--- src/rtl/bank_sched_pkg.sv ---
package bank_sched_pkg;
  localparam int unsigned DB_W   = 2;
  localparam int unsigned TB_N   = 2;
  localparam int unsigned DB_N   = 1 << DB_W;
  localparam int unsigned SLOT_N = TB_N * DB_N;

  // slot index = {tag bank, data bank}
  typedef logic [DB_W:0] slot_t;

  typedef struct packed {
    logic  vld;
    slot_t slot;
  } dec_t;
endpackage

--- src/rtl/bank_sched_decode.sv ---
module bank_sched_decode
  import bank_sched_pkg::*;
#(
  parameter int unsigned AW     = 32,
  parameter int unsigned TB_BIT = 6,
  parameter int unsigned DB_LSB = 4
) (
  input  logic          valid_i,
  input  logic [AW-1:0] addr_i,
  output dec_t          dec_o
);
  assign dec_o.vld  = valid_i;
  assign dec_o.slot = {addr_i[TB_BIT], addr_i[DB_LSB +: DB_W]};
endmodule

--- src/rtl/bank_sched_arb.sv ---
module bank_sched_arb
  import bank_sched_pkg::*;
(
  input  dec_t              d0_i,
  input  dec_t              d1_i,
  input  logic [SLOT_N-1:0] free_i,
  output logic              rdy0_o,
  output logic              rdy1_o,
  output logic [SLOT_N-1:0] load_o,
  output logic [SLOT_N-1:0] sel1_o
);
  logic tb_clash;

  // port 0 owns the tag bank whenever it is requesting it
  assign tb_clash = d0_i.vld && (d0_i.slot[DB_W] == d1_i.slot[DB_W]);
  assign rdy0_o   = free_i[d0_i.slot];
  assign rdy1_o   = free_i[d1_i.slot] && !tb_clash;

  always_comb begin
    for (int s = 0; s < SLOT_N; s++) begin
      logic hit0, hit1;
      hit0      = d0_i.vld && rdy0_o && (d0_i.slot == slot_t'(s));
      hit1      = d1_i.vld && rdy1_o && (d1_i.slot == slot_t'(s));
      load_o[s] = hit0 || hit1;
      sel1_o[s] = hit1;
    end
  end
endmodule

--- src/rtl/bank_sched_slot.sv ---
module bank_sched_slot #(
  parameter int unsigned IW = 4,
  parameter int unsigned WW = 2
) (
  input  logic          clk_i,
  input  logic          rst_ni,
  input  logic [WW-1:0] wait_i,
  input  logic          load_i,
  input  logic [IW-1:0] id_i,
  output logic          free_o,
  output logic          done_o,
  output logic [IW-1:0] id_o
);
  logic [WW-1:0] cnt_q;
  logic          pend_q;
  logic [IW-1:0] id_q;

  assign free_o = (cnt_q == '0);
  assign done_o = pend_q && free_o;
  assign id_o   = id_q;

  always_ff @(posedge clk_i or negedge rst_ni) begin
    if (!rst_ni) begin
      cnt_q  <= '0;
      pend_q <= 1'b0;
      id_q   <= '0;
    end else if (load_i) begin
      cnt_q  <= wait_i;
      pend_q <= 1'b1;
      id_q   <= id_i;
    end else begin
      if (!free_o) cnt_q <= cnt_q - 1'b1;
      if (done_o)  pend_q <= 1'b0;
    end
  end
endmodule

--- src/rtl/bank_sched.sv ---
module bank_sched
  import bank_sched_pkg::*;
#(
  parameter int unsigned AW     = 32,
  parameter int unsigned IW     = 4,
  parameter int unsigned WW     = 2,
  parameter int unsigned TB_BIT = 6,
  parameter int unsigned DB_LSB = 4
) (
  input  logic             clk_i,
  input  logic             rst_ni,
  input  logic [WW-1:0]    wait_i,
  input  logic             req0_valid_i,
  input  logic [AW-1:0]    req0_addr_i,
  input  logic [IW-1:0]    req0_id_i,
  output logic             req0_ready_o,
  input  logic             req1_valid_i,
  input  logic [AW-1:0]    req1_addr_i,
  input  logic [IW-1:0]    req1_id_i,
  output logic             req1_ready_o,
  output logic [TB_N-1:0]  cpl_valid_o,
  output logic [TB_N*IW-1:0] cpl_id_o
);
  dec_t              dec0, dec1;
  logic [SLOT_N-1:0] free, load, sel1, done;
  logic [IW-1:0]     slot_id [SLOT_N];

  bank_sched_decode #(.AW(AW), .TB_BIT(TB_BIT), .DB_LSB(DB_LSB)) u_dec0 (
    .valid_i(req0_valid_i), .addr_i(req0_addr_i), .dec_o(dec0)
  );
  bank_sched_decode #(.AW(AW), .TB_BIT(TB_BIT), .DB_LSB(DB_LSB)) u_dec1 (
    .valid_i(req1_valid_i), .addr_i(req1_addr_i), .dec_o(dec1)
  );

  bank_sched_arb u_arb (
    .d0_i(dec0), .d1_i(dec1), .free_i(free),
    .rdy0_o(req0_ready_o), .rdy1_o(req1_ready_o),
    .load_o(load), .sel1_o(sel1)
  );

  for (genvar s = 0; s < SLOT_N; s++) begin : g_slot
    bank_sched_slot #(.IW(IW), .WW(WW)) u_slot (
      .clk_i (clk_i),
      .rst_ni(rst_ni),
      .wait_i(wait_i),
      .load_i(load[s]),
      .id_i  (sel1[s] ? req1_id_i : req0_id_i),
      .free_o(free[s]),
      .done_o(done[s]),
      .id_o  (slot_id[s])
    );
  end

  // one tag bank accepts at most once per cycle with a fixed latency,
  // so at most one of its slots completes in any cycle
  for (genvar b = 0; b < TB_N; b++) begin : g_cpl
    always_comb begin
      cpl_valid_o[b]         = 1'b0;
      cpl_id_o[b*IW +: IW]   = '0;
      for (int d = 0; d < DB_N; d++) begin
        if (done[b*DB_N + d]) begin
          cpl_valid_o[b]       = 1'b1;
          cpl_id_o[b*IW +: IW] = cpl_id_o[b*IW +: IW] | slot_id[b*DB_N + d];
        end
      end
    end
  end
endmodule

--- config.mk ---
export PLATFORM = sky130hd
export DESIGN_NAME = bank_sched
export DESIGN_NICKNAME = d
export VERILOG_FILES = /design/src/rtl/bank_sched_pkg.sv /design/src/rtl/bank_sched_decode.sv /design/src/rtl/bank_sched_arb.sv /design/src/rtl/bank_sched_slot.sv /design/src/rtl/bank_sched.sv
export SDC_FILE = /design/constraint.sdc
export NUM_CORES = 1
export LEC_CHECK = 0
export BUFFER_PORTS_ARGS = -buffer_cell sky130_fd_sc_hd__buf_2
export CAP_MARGIN = 0
export CORE_MARGIN = 2
export CORE_UTILIZATION = 25
export CTS_BUF_LIST = sky130_fd_sc_hd__clkbuf_4
export DETAILED_ROUTE_END_ITERATION = 6
export SETUP_SLACK_MARGIN = 0.1
export SYNTH_ARGS = -nofsm -noshare
export SYNTH_HDL_FRONTEND = slang
export SYNTH_SLANG_ARGS = --single-unit
--- constraint.sdc ---
create_clock -name clk_i -period 2.2 [get_ports clk_i]
set_input_delay 0.22 -clock clk_i [delete_from_list [all_inputs] [get_ports clk_i]]
set_output_delay 0.22 -clock clk_i [all_outputs]
set_load 0.1 [all_outputs]
==> out/summary.txt, run 1 <==
P per Cell Area = 1390 nW/um2
hold crit path type = input port to flop
simple-gate share of the synthesized area = 15.0%
minimum clock period = 2.16 ns
CORE AREA = 12700 um2
Setup Viol. Count Final = 0
share of layout cells above drive strength 1 = 36.0%
Adder-Cell Fraction of Synth Area = 3.08%
Reg clk slew, reported paths = 0.17 ns
hold path depth = 3
DRT iter0 DRCs = 159
number of synthesized flops with an enable pin = 0
Synth Net Count = 417
max-cap violations = 0
Synth Area in XOR/XNOR = 2.16%
I/O Buffers = 31
std cell rows = 41
post-place setup slack = 0.114 ns
post-synthesis compound-gate area fraction = 14.2%
synth warn = 0
pin count of the biggest net entering global routing = 34
Yosys reg bits = 56
clk buf depth = 2
DR DRC count = 0
CTS sink count = 56
initial antenna violation count = 0
H-tree depth = 2
flop-to-flop setup slack = 0.21 ns
Hold Path End = g_slot[4].u_slot.id_o[0]$_DFFE_PN0P_
hold wc startpoint = req1_id_i[0]
routability cong. = 0.810
HPWL after DPL = 6210 um
final WL = 8770 um
status = complete, no violations
DR WL/cell = 15.7 um
vias in the first global route = 2772
largest family of logic cells by synthesized area = multiplexers
Multi-input gate area = 1840 um2
Crit path buffers/inverters = 2
reg-to-reg endpoint = g_slot[1].u_slot.cnt_q[0]$_DFFE_PN0P_
number of buffers created by CTS = 5
Synth area leaders = dfrtp_1 (43%), mux2i_1 (7.4%), mux2_2 (5.2%), a21oi_1 (4.3%), nor2_1 (3.8%)
crit path capture type = primary output
Main synth FF type = dfrtp_1
Final Max Tran Viols = 0
slowest stage delay, CP = 0.47 ns
Post-Syn Area = 3250 um2
Avg Cell Area, Syn = 9.81 um2
placed cells = 531
Layout Skew = 0.0116 ns
fin crit share = 98.4%
Nets = 471
Worst-Skew Late Latency = 0.39 ns
global-route wire length before repair = 14200 um
total global-route track usage = 12.8%
CP Max Fanout = 4
Max IR drop VDD = 0.000435 V
Initial Util = 25.6%
critical path class = flop to primary output
Register Area = 1400 um2
Required @ worst endpoint = 1.98 ns
Worst Reg-to-Reg Cells = 7
Root Driver = clkbuf_4
n_diodes = 0
post-synthesis mux area share = 16.4%
IO Count = 90
via count = 2701
share of the synthesized area in the top cell type = 43.2%
final std cells w/o fill = 558
RSZ-0062 raised after global routing = yes
Worst-Margin Slew = 0.588 ns
final hold slack = 0.164 ns
register area share after synthesis = 43.2%
Arr. time, crit path = 1.94 ns
P_leak = 2.05 nW
DIE HEIGHT = 118 um
cell count after synthesis = 331
PnR worst setup slack = 0.0350 ns
r2r startpoint = g_slot[1].u_slot.cnt_q[1]$_DFFE_PN0P_
DRT Pass-1 Iters = 6
gr ovfl total = 0
Critical-path top delay cell = mux4_2
startpoint types = flop
Worst slew margin = 60.8%
CTS tree = done
area delta synth->final = 31.3%
Post-synth ARST share = 100%
Fill cells = 1321
die width = 118 um
final core occ = 33.6%
Die Area = 13900 um2
antenna-violating nets left = 0
dominant cell type by area after synthesis = dfrtp_1
Fin. Hold Viols = 0
vias per cell = 4.84
CP top delay family = multiplexers
Max Fclk = 462 MHz
synth unique cells = 38
CP Cell Sequence = inv_2 -> ha_4 -> mux4_2 -> mux2_4 -> buf_12
registers in the layout (all words and copies together), names as in the netlist:
register,count
g_slot.u_slot.cnt_q,16
g_slot.u_slot.pend_q,8
g_slot.u_slot.id_o,32
layer usage:
layer	GRT usage, %	part of all wire, %	vias to the layer above
li1	-	-	1279
met3	2.62	4.2	13
met4	3.54	1.3	0
met5	0	0	-
met1	18.3	48	1347
met2	19.4	46	62
stage by stage:
stage | total power, mW | cell area (um2) | setup TNS (ns)
final | 5.92 | 4260 | 0
after global routing | 6.34 | 4260 | -0.0367
after CTS | 5.70 | 4110 | 0
after detailed placement | 4.69 | 3790 | 0
after global placement | 4.57 | 3790 | 0
after floorplan | 3.91 | 3250 | 0
cells in the mapped netlist, drive strengths merged, types with 6 or more instances:
cell type  number
a21oi          28
a32oi          12
and2            7
buf            11
clkbuf         11
dfrtp          56
ha              8
inv            24
mux2           17
mux2i          24
nand2          22
nand3          14
nand4           6
nor2           33
o21ai          12
xnor2           8
cell usage in the layout, fill, tap and decap left out, types with 4 or more instances in the layout:
master and count:
nand4_1 6, mux4_2 4, inv_2 6, a21o_1 4, buf_12 12, mux2i_1 24
buf_6 4, o21ai_0 12, clkbuf_4 5, nand2b_1 5, nand2_1 18, inv_1 18
buf_2 19, nor2_1 33, nand3_1 12, a221o_1 4, a22o_1 5, ha_4 5
and2_4 4, xnor2_1 8, a32oi_2 10, a21oi_1 28, mux2_2 14, buf_4 33
dfrtp_1 56, nand2_2 4
worst reg2reg max path, cell delays in order (launching register included):
cell	delay (ns)
dfrtp_1	0.43
inv_2	0.08
ha_4	0.16
buf_12	0.11
nand2_1	0.04
or4b_1	0.57
and2b_4	0.23
mux2_4	0.30
worst max-delay path by stage:
stage                                          start  slack [ns]                                    end  cells past startpoint
2_1_floorplan  g_slot[7].u_slot.cnt_q[0]$_DFFE_PN0P_        0.11                            cpl_id_o[7]                      6
3_3_place_gp   g_slot[1].u_slot.cnt_q[0]$_DFFE_PN0P_        0.17  g_slot[1].u_slot.cnt_q[0]$_DFFE_PN0P_                      6
3_5_place_dp   g_slot[1].u_slot.cnt_q[0]$_DFFE_PN0P_        0.11  g_slot[1].u_slot.cnt_q[0]$_DFFE_PN0P_                      6
4_1_cts        g_slot[2].u_slot.cnt_q[0]$_DFFE_PN0P_       0.007                           req0_ready_o                      5
5_1_grt        g_slot[3].u_slot.cnt_q[0]$_DFFE_PN0P_       -0.03                           req0_ready_o                      5
6_report       g_slot[3].u_slot.cnt_q[0]$_DFFE_PN0P_        0.04                           req0_ready_o                      5
power by group:
group / internal (mW) / switching (mW)
Sequential: 1.55 / 0.378
Combinational: 1.65 / 1.76
Clock: 0.237 / 0.353
Total: 3.43 / 2.49
cell type report:
class	count	area share, %
clock inverters	3	0.999
clock buffers	5	0.881
flip-flops and latches	56	32.9
multi-input cells	229	43.1
well taps	172	5.05
repair buffers	69	15.0
inverters	24	2.11
cells by family after synthesis:
group                    Yosys count
AND/OR/NAND/NOR                   99
AO/OA/AOI/OAI                     69
flip-flops                        56
buffers and inverters             46
multiplexers                      45
XOR/XNOR                           8
adder cells (fa/ha/maj)            8
what timing repair did:
action / in CTS / in global routing
pin swaps: 15 / 13
hold endpoints to repair: 23 / 0
setup buffers: 9 / 9
gates resized for setup: 45 / 16
endpoints found under the setup margin: 14 / 12
hold buffers: 1 / 0
Note: power is estimated with default switching activity, not from simulation.
==> run 2: changes to the inputs <==
--- a/config.mk
+++ b/config.mk
@@ -7,11 +7,14 @@
 export LEC_CHECK = 0
 export BUFFER_PORTS_ARGS = -buffer_cell sky130_fd_sc_hd__buf_2
 export CAP_MARGIN = 0
+export CORE_ASPECT_RATIO = 1.25
 export CORE_MARGIN = 2
-export CORE_UTILIZATION = 25
+export CORE_UTILIZATION = 54
 export CTS_BUF_LIST = sky130_fd_sc_hd__clkbuf_4
 export DETAILED_ROUTE_END_ITERATION = 6
+export PLACE_DENSITY = 0.82
 export SETUP_SLACK_MARGIN = 0.1
+export SKIP_CTS_REPAIR_TIMING = 1
 export SYNTH_ARGS = -nofsm -noshare
 export SYNTH_HDL_FRONTEND = slang
 export SYNTH_SLANG_ARGS = --single-unit
==> run 2 against run 1 <==
  * Non-clock buffer count down 6
  * Combinational power down 8.5%
  * Sequential cell count unchanged
  * Power down 7.8%
  * First-iteration DRC count up 7.5%
  * Clock-buffer cell count up 2
  * Hold slack better by 0.019 ns
  * Largest cell class unchanged
  * Largest power group unchanged
==> out/summary.txt, run 2 (synthesis results as in run 1) <==
fin crit share = 98.2% (was 98.4%)
DR WL/cell = 16.8 um (was 15.7 um)
Arr. time, crit path = 1.94 ns (about the same)
vias per cell = 5.95 (was 4.84)
die width = 73.3 um (was 118 um)
max-cap violations = 0 (unchanged)
DRT Pass-1 Iters = 4 (was 6)
Register Area = 1400 um2 (unchanged)
most frequent cells in the layout = dfrtp_1 (56), nor2_1 (33), buf_4 (33) (unchanged)
status = complete, no violations (unchanged)
startpoint types = flop (unchanged)
critical path class = flop to primary output (unchanged)
minimum clock period = 2.16 ns (about the same)
P_leak = 1.96 nW (was 2.05 nW)
Die Area = 6650 um2 (was 13900 um2)
Multi-input gate area = 1740 um2 (was 1840 um2)
commonest non-fill, non-tap cell in the layout = dfrtp_1 (unchanged)
post-route design area = 3890 um2 (was 4260 um2)
vias in the first global route = 2555 (was 2772)
std cell rows = 31 (was 41)
routability cong. = 0.862 (was 0.810)
Final Max Tran Viols = 0 (unchanged)
Max Fclk = 463 MHz (was 462 MHz)
global-route wire length before repair = 12300 um (was 14200 um)
DR DRC count = 0 (unchanged)
final WL = 7510 um (was 8770 um)
antenna-violating nets left = 0 (unchanged)
Root Driver = clkbuf_4 (unchanged)
DRT iter0 DRCs = 171 (was 159)
I/O Buffers = 31 (unchanged)
Fill cells = 450 (was 1321)
CP Max Fanout = 8 (was 4)
Nets = 465 (was 471)
clk buf depth = 2 (unchanged)
hold wc startpoint = req1_id_i[1] (was req1_id_i[0])
hold path depth = 3 (unchanged)
CORE AREA = 5820 um2 (was 12700 um2)
via count = 2652 (was 2701)
CTS tree = done (unchanged)
Worst Reg-to-Reg Cells = 6 (was 7)
share of layout cells above drive strength 1 = 28.7% (was 36.0%)
area delta synth->final = 19.9% (was 31.3%)
Initial Util = 55.8% (was 25.6%)
initial antenna violation count = 0 (unchanged)
Worst-Margin Slew = 0.662 ns (was 0.588 ns)
Max IR drop VDD = 0.00105 V (was 0.000435 V)
Worst slew margin = 55.9% (was 60.8%)
HPWL after DPL = 5260 um (was 6210 um)
Hold Path End = g_slot[0].u_slot.id_o[1]$_DFFE_PN0P_ (was g_slot[4].u_slot.id_o[0]$_DFFE_PN0P_)
r2r startpoint = g_slot[1].u_slot.cnt_q[1]$_DFFE_PN0P_ (unchanged)
Setup Viol. Count Final = 0 (unchanged)
Reg clk slew, reported paths = 0.15 ns (was 0.17 ns)
Worst-Skew Late Latency = 0.37 ns (was 0.39 ns)
number of flip-flops in the largest register = 32 (unchanged)
Setup TNS = 0 ns (unchanged)
RSZ-0062 raised after global routing = yes (unchanged)
IO Count = 90 (unchanged)
CTS sink count = 56 (unchanged)
number of buffers created by CTS = 5 (unchanged)
crit path capture type = primary output (unchanged)
hold crit path type = input port to flop (unchanged)
n_diodes = 0 (unchanged)
reg-to-reg endpoint = g_slot[1].u_slot.cnt_q[1]$_DFFE_PN0P_ (was g_slot[1].u_slot.cnt_q[0]$_DFFE_PN0P_)
Required @ worst endpoint = 1.98 ns (about the same)
final core occ = 66.9% (was 33.6%)
P per Cell Area = 1400 nW/um2 (was 1390 nW/um2)
DIE HEIGHT = 90.7 um (was 118 um)
pin count of the biggest net entering global routing = 29 (was 34)
H-tree depth = 2 (unchanged)
total global-route track usage = 23.4% (was 12.8%)
Layout Skew = 0.0120 ns (was 0.0116 ns)
Fin. Hold Viols = 0 (unchanged)
gr ovfl total = 0 (unchanged)
placed cell areas = 3530 um2 (was 3790 um2)
flop-to-flop setup slack = 0.30 ns (was 0.21 ns)
-- run 2: cell count changes in the layout (fill, tap and decap cells not counted), moves of 3 or more --
cell     before  now
a32oi_1       2   10
a32oi_2      10    2
inv_2         6    2
inv_1        18   22
buf_12       12    6
nand2_1      18   21
nand2_2       4    1
-- run 2: final cells by class --
class | count | area share, %
clock buffers | 7 | 1.35
well taps | 66 | 2.12
multi-input cells | 229 | 44.8
repair buffers | 63 | 13.3
inverters | 24 | 2.32
flip-flops and latches | 56 | 36.0
clock inverters | 1 | 0.0965
-- run 2: layer usage --
metal  GRT usage (%)  up-vias  routed length (um)  share of wire [%]
met1            35.3     1274                3470                 46
met4            7.12        0                 132                1.8
met2            35.0      103                3540                 47
met5               0        -                   0                  0
li1                -     1263                   -                  -
met3            3.01       12                 366                4.9
-- run 2: how the worst max path moves through the flow --
stage | to | startpoint | slack, ns
after floorplan | cpl_id_o[7] | g_slot[7].u_slot.cnt_q[0]$_DFFE_PN0P_ | 0.11
after global placement | g_slot[1].u_slot.cnt_q[0]$_DFFE_PN0P_ | g_slot[1].u_slot.cnt_q[0]$_DFFE_PN0P_ | 0.22
after detailed placement | g_slot[1].u_slot.cnt_q[1]$_DFFE_PN0P_ | g_slot[1].u_slot.cnt_q[0]$_DFFE_PN0P_ | 0.17
after CTS | req0_ready_o | g_slot[7].u_slot.cnt_q[0]$_DFFE_PN0P_ | -0.21
after global routing | req0_ready_o | g_slot[7].u_slot.cnt_q[1]$_DFFE_PN0P_ | -0.01
final | req0_ready_o | g_slot[7].u_slot.cnt_q[0]$_DFFE_PN0P_ | 0.04
-- run 2: worst max-delay path: stages, from the launching register on --
cell,delay [ns]
dfrtp_1,0.39
inv_1,0.07
ha_4,0.19
mux4_2,0.46
mux2_4,0.28
buf_12,0.17
-- run 2: per-stage QoR --
| stage | power [mW] | cells | setup slack [ns] | hold WS (ns) |
|---|---|---|---|---|
| finish | 5.46 | 446 | 0.0399 | 0.184 |
| global route | 5.85 | 446 | -0.0131 | 0.177 |
| CTS | 4.94 | 432 | -0.212 | -0.132 |
| detailed placement | 4.49 | 424 | 0.167 | 0.286 |
| global placement | 4.37 | 424 | 0.216 | 0.269 |
| floorplan | 3.91 | 331 | 0.109 | -0.0756 |
-- run 2: power breakdown --
part           switching, mW  internal, mW
clock                  0.307         0.149
combinational           1.67          1.45
sequential             0.332          1.54
==> run 3: changes to the inputs <==
--- a/config.mk
+++ b/config.mk
@@ -8,11 +8,10 @@
 export BUFFER_PORTS_ARGS = -buffer_cell sky130_fd_sc_hd__buf_2
 export CAP_MARGIN = 0
 export CORE_ASPECT_RATIO = 1.25
-export CORE_MARGIN = 2
-export CORE_UTILIZATION = 54
-export CTS_BUF_LIST = sky130_fd_sc_hd__clkbuf_4
+export CORE_MARGIN = 1.5
+export CORE_UTILIZATION = 53
 export DETAILED_ROUTE_END_ITERATION = 6
-export PLACE_DENSITY = 0.82
+export PLACE_DENSITY = 0.81
 export SETUP_SLACK_MARGIN = 0.1
 export SKIP_CTS_REPAIR_TIMING = 1
 export SYNTH_ARGS = -nofsm -noshare
==> run 3 against run 2 <==
  * Global-route usage is 0.90 points higher
  * Critical path type unchanged
  * Combinational power hardly changed
  * Hold slack better by 0.073 ns
  * Register-to-register slack better by 0.03 ns
  * Critical path depth stayed put
  * Maximum frequency is 3.8% higher
  * Die area is 0.68% lower
  * Largest power group unchanged
  * Sequential share of layout area is 0.28 points higher
  * Power is 0.69% higher
  * Largest cell class unchanged
==> out/summary.txt, run 3 (synthesis results as in run 1) <==
status = complete, no violations (unchanged)
PnR worst setup slack = 0.119 ns (was 0.0399 ns)
gr ovfl total = 0 (unchanged)
IO Count = 90 (unchanged)
CTS tree = done (unchanged)
Fill cells = 487 (was 450)
reg-to-reg endpoint = g_slot[1].u_slot.cnt_q[1]$_DFFE_PN0P_ (unchanged)
Fin. Hold Viols = 0 (unchanged)
H-tree depth = 2 (unchanged)
clk buf depth = 2 (unchanged)
HPWL after DPL = 5560 um (was 5260 um)
r2r startpoint = g_slot[1].u_slot.cnt_q[0]$_DFFE_PN0P_ (was g_slot[1].u_slot.cnt_q[1]$_DFFE_PN0P_)
vias in the first global route = 2645 (was 2555)
CP Max Fanout = 5 (was 8)
routability cong. = 0.860 (was 0.862)
Die Area = 6610 um2 (was 6650 um2)
crit path from = g_slot[3].u_slot.cnt_q[0]$_DFFE_PN0P_ (was g_slot[7].u_slot.cnt_q[0]$_DFFE_PN0P_)
Reg clk slew, reported paths = 0.09 ns (was 0.15 ns)
share of layout cells above drive strength 1 = 27.6% (was 28.7%)
area delta synth->final = 19.0% (was 19.9%)
DR WL/cell = 17.2 um (was 16.8 um)
fin crit share = 94.6% (was 98.2%)
startpoint types = flop (unchanged)
number of flip-flops in the largest register = 32 (unchanged)
final WL = 7880 um (was 7510 um)
number of buffers created by CTS = 5 (unchanged)
Worst Reg-to-Reg Cells = 6 (unchanged)
Layout Skew = 0.00556 ns (was 0.0120 ns)
CORE AREA = 5860 um2 (was 5820 um2)
Worst slew margin = 58.1% (was 55.9%)
die width = 73.0 um (was 73.3 um)
crit path capture type = primary output (unchanged)
Root Driver = clkbuf_8 (was clkbuf_4)
I/O Buffers = 31 (unchanged)
DIE HEIGHT = 90.5 um (was 90.7 um)
DR DRC count = 0 (unchanged)
std cell rows = 31 (unchanged)
minimum clock period = 2.08 ns (was 2.16 ns)
Multi-input gate area = 1730 um2 (was 1740 um2)
post-place setup slack = 0.215 ns (was 0.167 ns)
P_leak = 1.92 nW (was 1.96 nW)
pin count of the biggest net entering global routing = 28 (was 29)
most frequent cells in the layout = dfrtp_1 (56), nor2_1 (33), buf_4 (32) (was dfrtp_1 (56), nor2_1 (33), buf_4 (33))
n_diodes = 0 (unchanged)
vias per cell = 5.94 (was 5.95)
antenna-violating nets left = 0 (unchanged)
Nets = 463 (was 465)
Arr. time, crit path = 1.86 ns (was 1.94 ns)
DRT iter0 DRCs = 289 (was 171)
Initial Util = 55.4% (was 55.8%)
Required @ worst endpoint = 1.98 ns (about the same)
Worst-Margin Slew = 0.629 ns (was 0.662 ns)
critical path class = flop to primary output (unchanged)
crit path to = req0_ready_o (unchanged)
Power, Total = 5.49 mW (was 5.46 mW)
Final Max Tran Viols = 0 (unchanged)
total global-route track usage = 24.3% (was 23.4%)
DRT Pass-1 Iters = 5 (was 4)
flop-to-flop setup slack = 0.33 ns (was 0.30 ns)
global-route wire length before repair = 12400 um (was 12300 um)
hold crit path type = input port to flop (unchanged)
via count = 2727 (was 2652)
max-cap violations = 0 (unchanged)
Setup Viol. Count Final = 0 (unchanged)
CTS sink count = 56 (unchanged)
Max Fclk = 481 MHz (was 463 MHz)
RSZ-0062 raised after global routing = yes (unchanged)
P per Cell Area = 1420 nW/um2 (was 1400 nW/um2)
initial antenna violation count = 0 (unchanged)
Worst-Skew Late Latency = 0.31 ns (was 0.37 ns)
commonest non-fill, non-tap cell in the layout = dfrtp_1 (unchanged)
Register Area = 1400 um2 (unchanged)
Max IR drop VDD = 0.000983 V (was 0.00105 V)
-- run 3: final cells by class --
type                       instances  area share (%)
multi-input combinational        229            44.9
sequential                        56            36.3
timing repair buffer              61            11.8
tap                               82            2.66
inverter                          24            2.33
clock buffer                       6            1.88
clock inverter                     1           0.130
-- run 3: report_power, final --
| part | internal [mW] | switching, mW |
|---|---|---|
| logic | 1.39 | 1.69 |
| registers | 1.55 | 0.324 |
| clock network | 0.218 | 0.315 |
| total | 3.16 | 2.33 |
-- run 3: through the flow --
step	setup TNS [ns]	cell area, um2	hold WS [ns]	util [%]	instances
2_1_floorplan	0	3250	-0.0756	-	331
3_3_place_gp	0	3560	0.270	60.9	440
3_5_place_dp	0	3560	0.274	60.9	440
4_1_cts	-0.455	3640	-0.0582	62.2	447
5_1_grt	0	3860	0.250	65.9	459
6_report	0	3860	0.257	65.9	459
-- run 3: layer usage --
| metal | global-route usage [%] | up-vias | wire, um |
|---|---|---|---|
| li1 | - | 1264 | - |
| met1 | 32.7 | 1326 | 3310 |
| met2 | 39.2 | 117 | 3930 |
| met3 | 3.35 | 20 | 454 |
| met4 | 9.43 | 0 | 177 |
| met5 | 0 | - | 0 |
-- run 3: critical path, cell delays in order, from the launching register on --
cell and delay (ns):
dfrtp_1 0.36, inv_1 0.07, ha_4 0.18, mux4_2 0.48
mux2_4 0.30, buf_12 0.17
-- run 3: worst min path at each step --
| stage | start | cells past startpoint | slack (ns) | endpoint |
|---|---|---|---|---|
| floorplan | rst_ni | 0 | -0.08 | g_slot[0].u_slot.cnt_q[0]$_DFFE_PN0P_ |
| global placement | rst_ni | 1 | 0.27 | g_slot[1].u_slot.pend_q$_DFFE_PN0P_ |
| detailed placement | rst_ni | 1 | 0.27 | g_slot[1].u_slot.pend_q$_DFFE_PN0P_ |
| CTS | rst_ni | 1 | -0.06 | g_slot[1].u_slot.pend_q$_DFFE_PN0P_ |
| global route | req1_id_i[0] | 3 | 0.25 | g_slot[5].u_slot.id_o[0]$_DFFE_PN0P_ |
| finish | req1_id_i[1] | 3 | 0.26 | g_slot[7].u_slot.id_o[1]$_DFFE_PN0P_ |
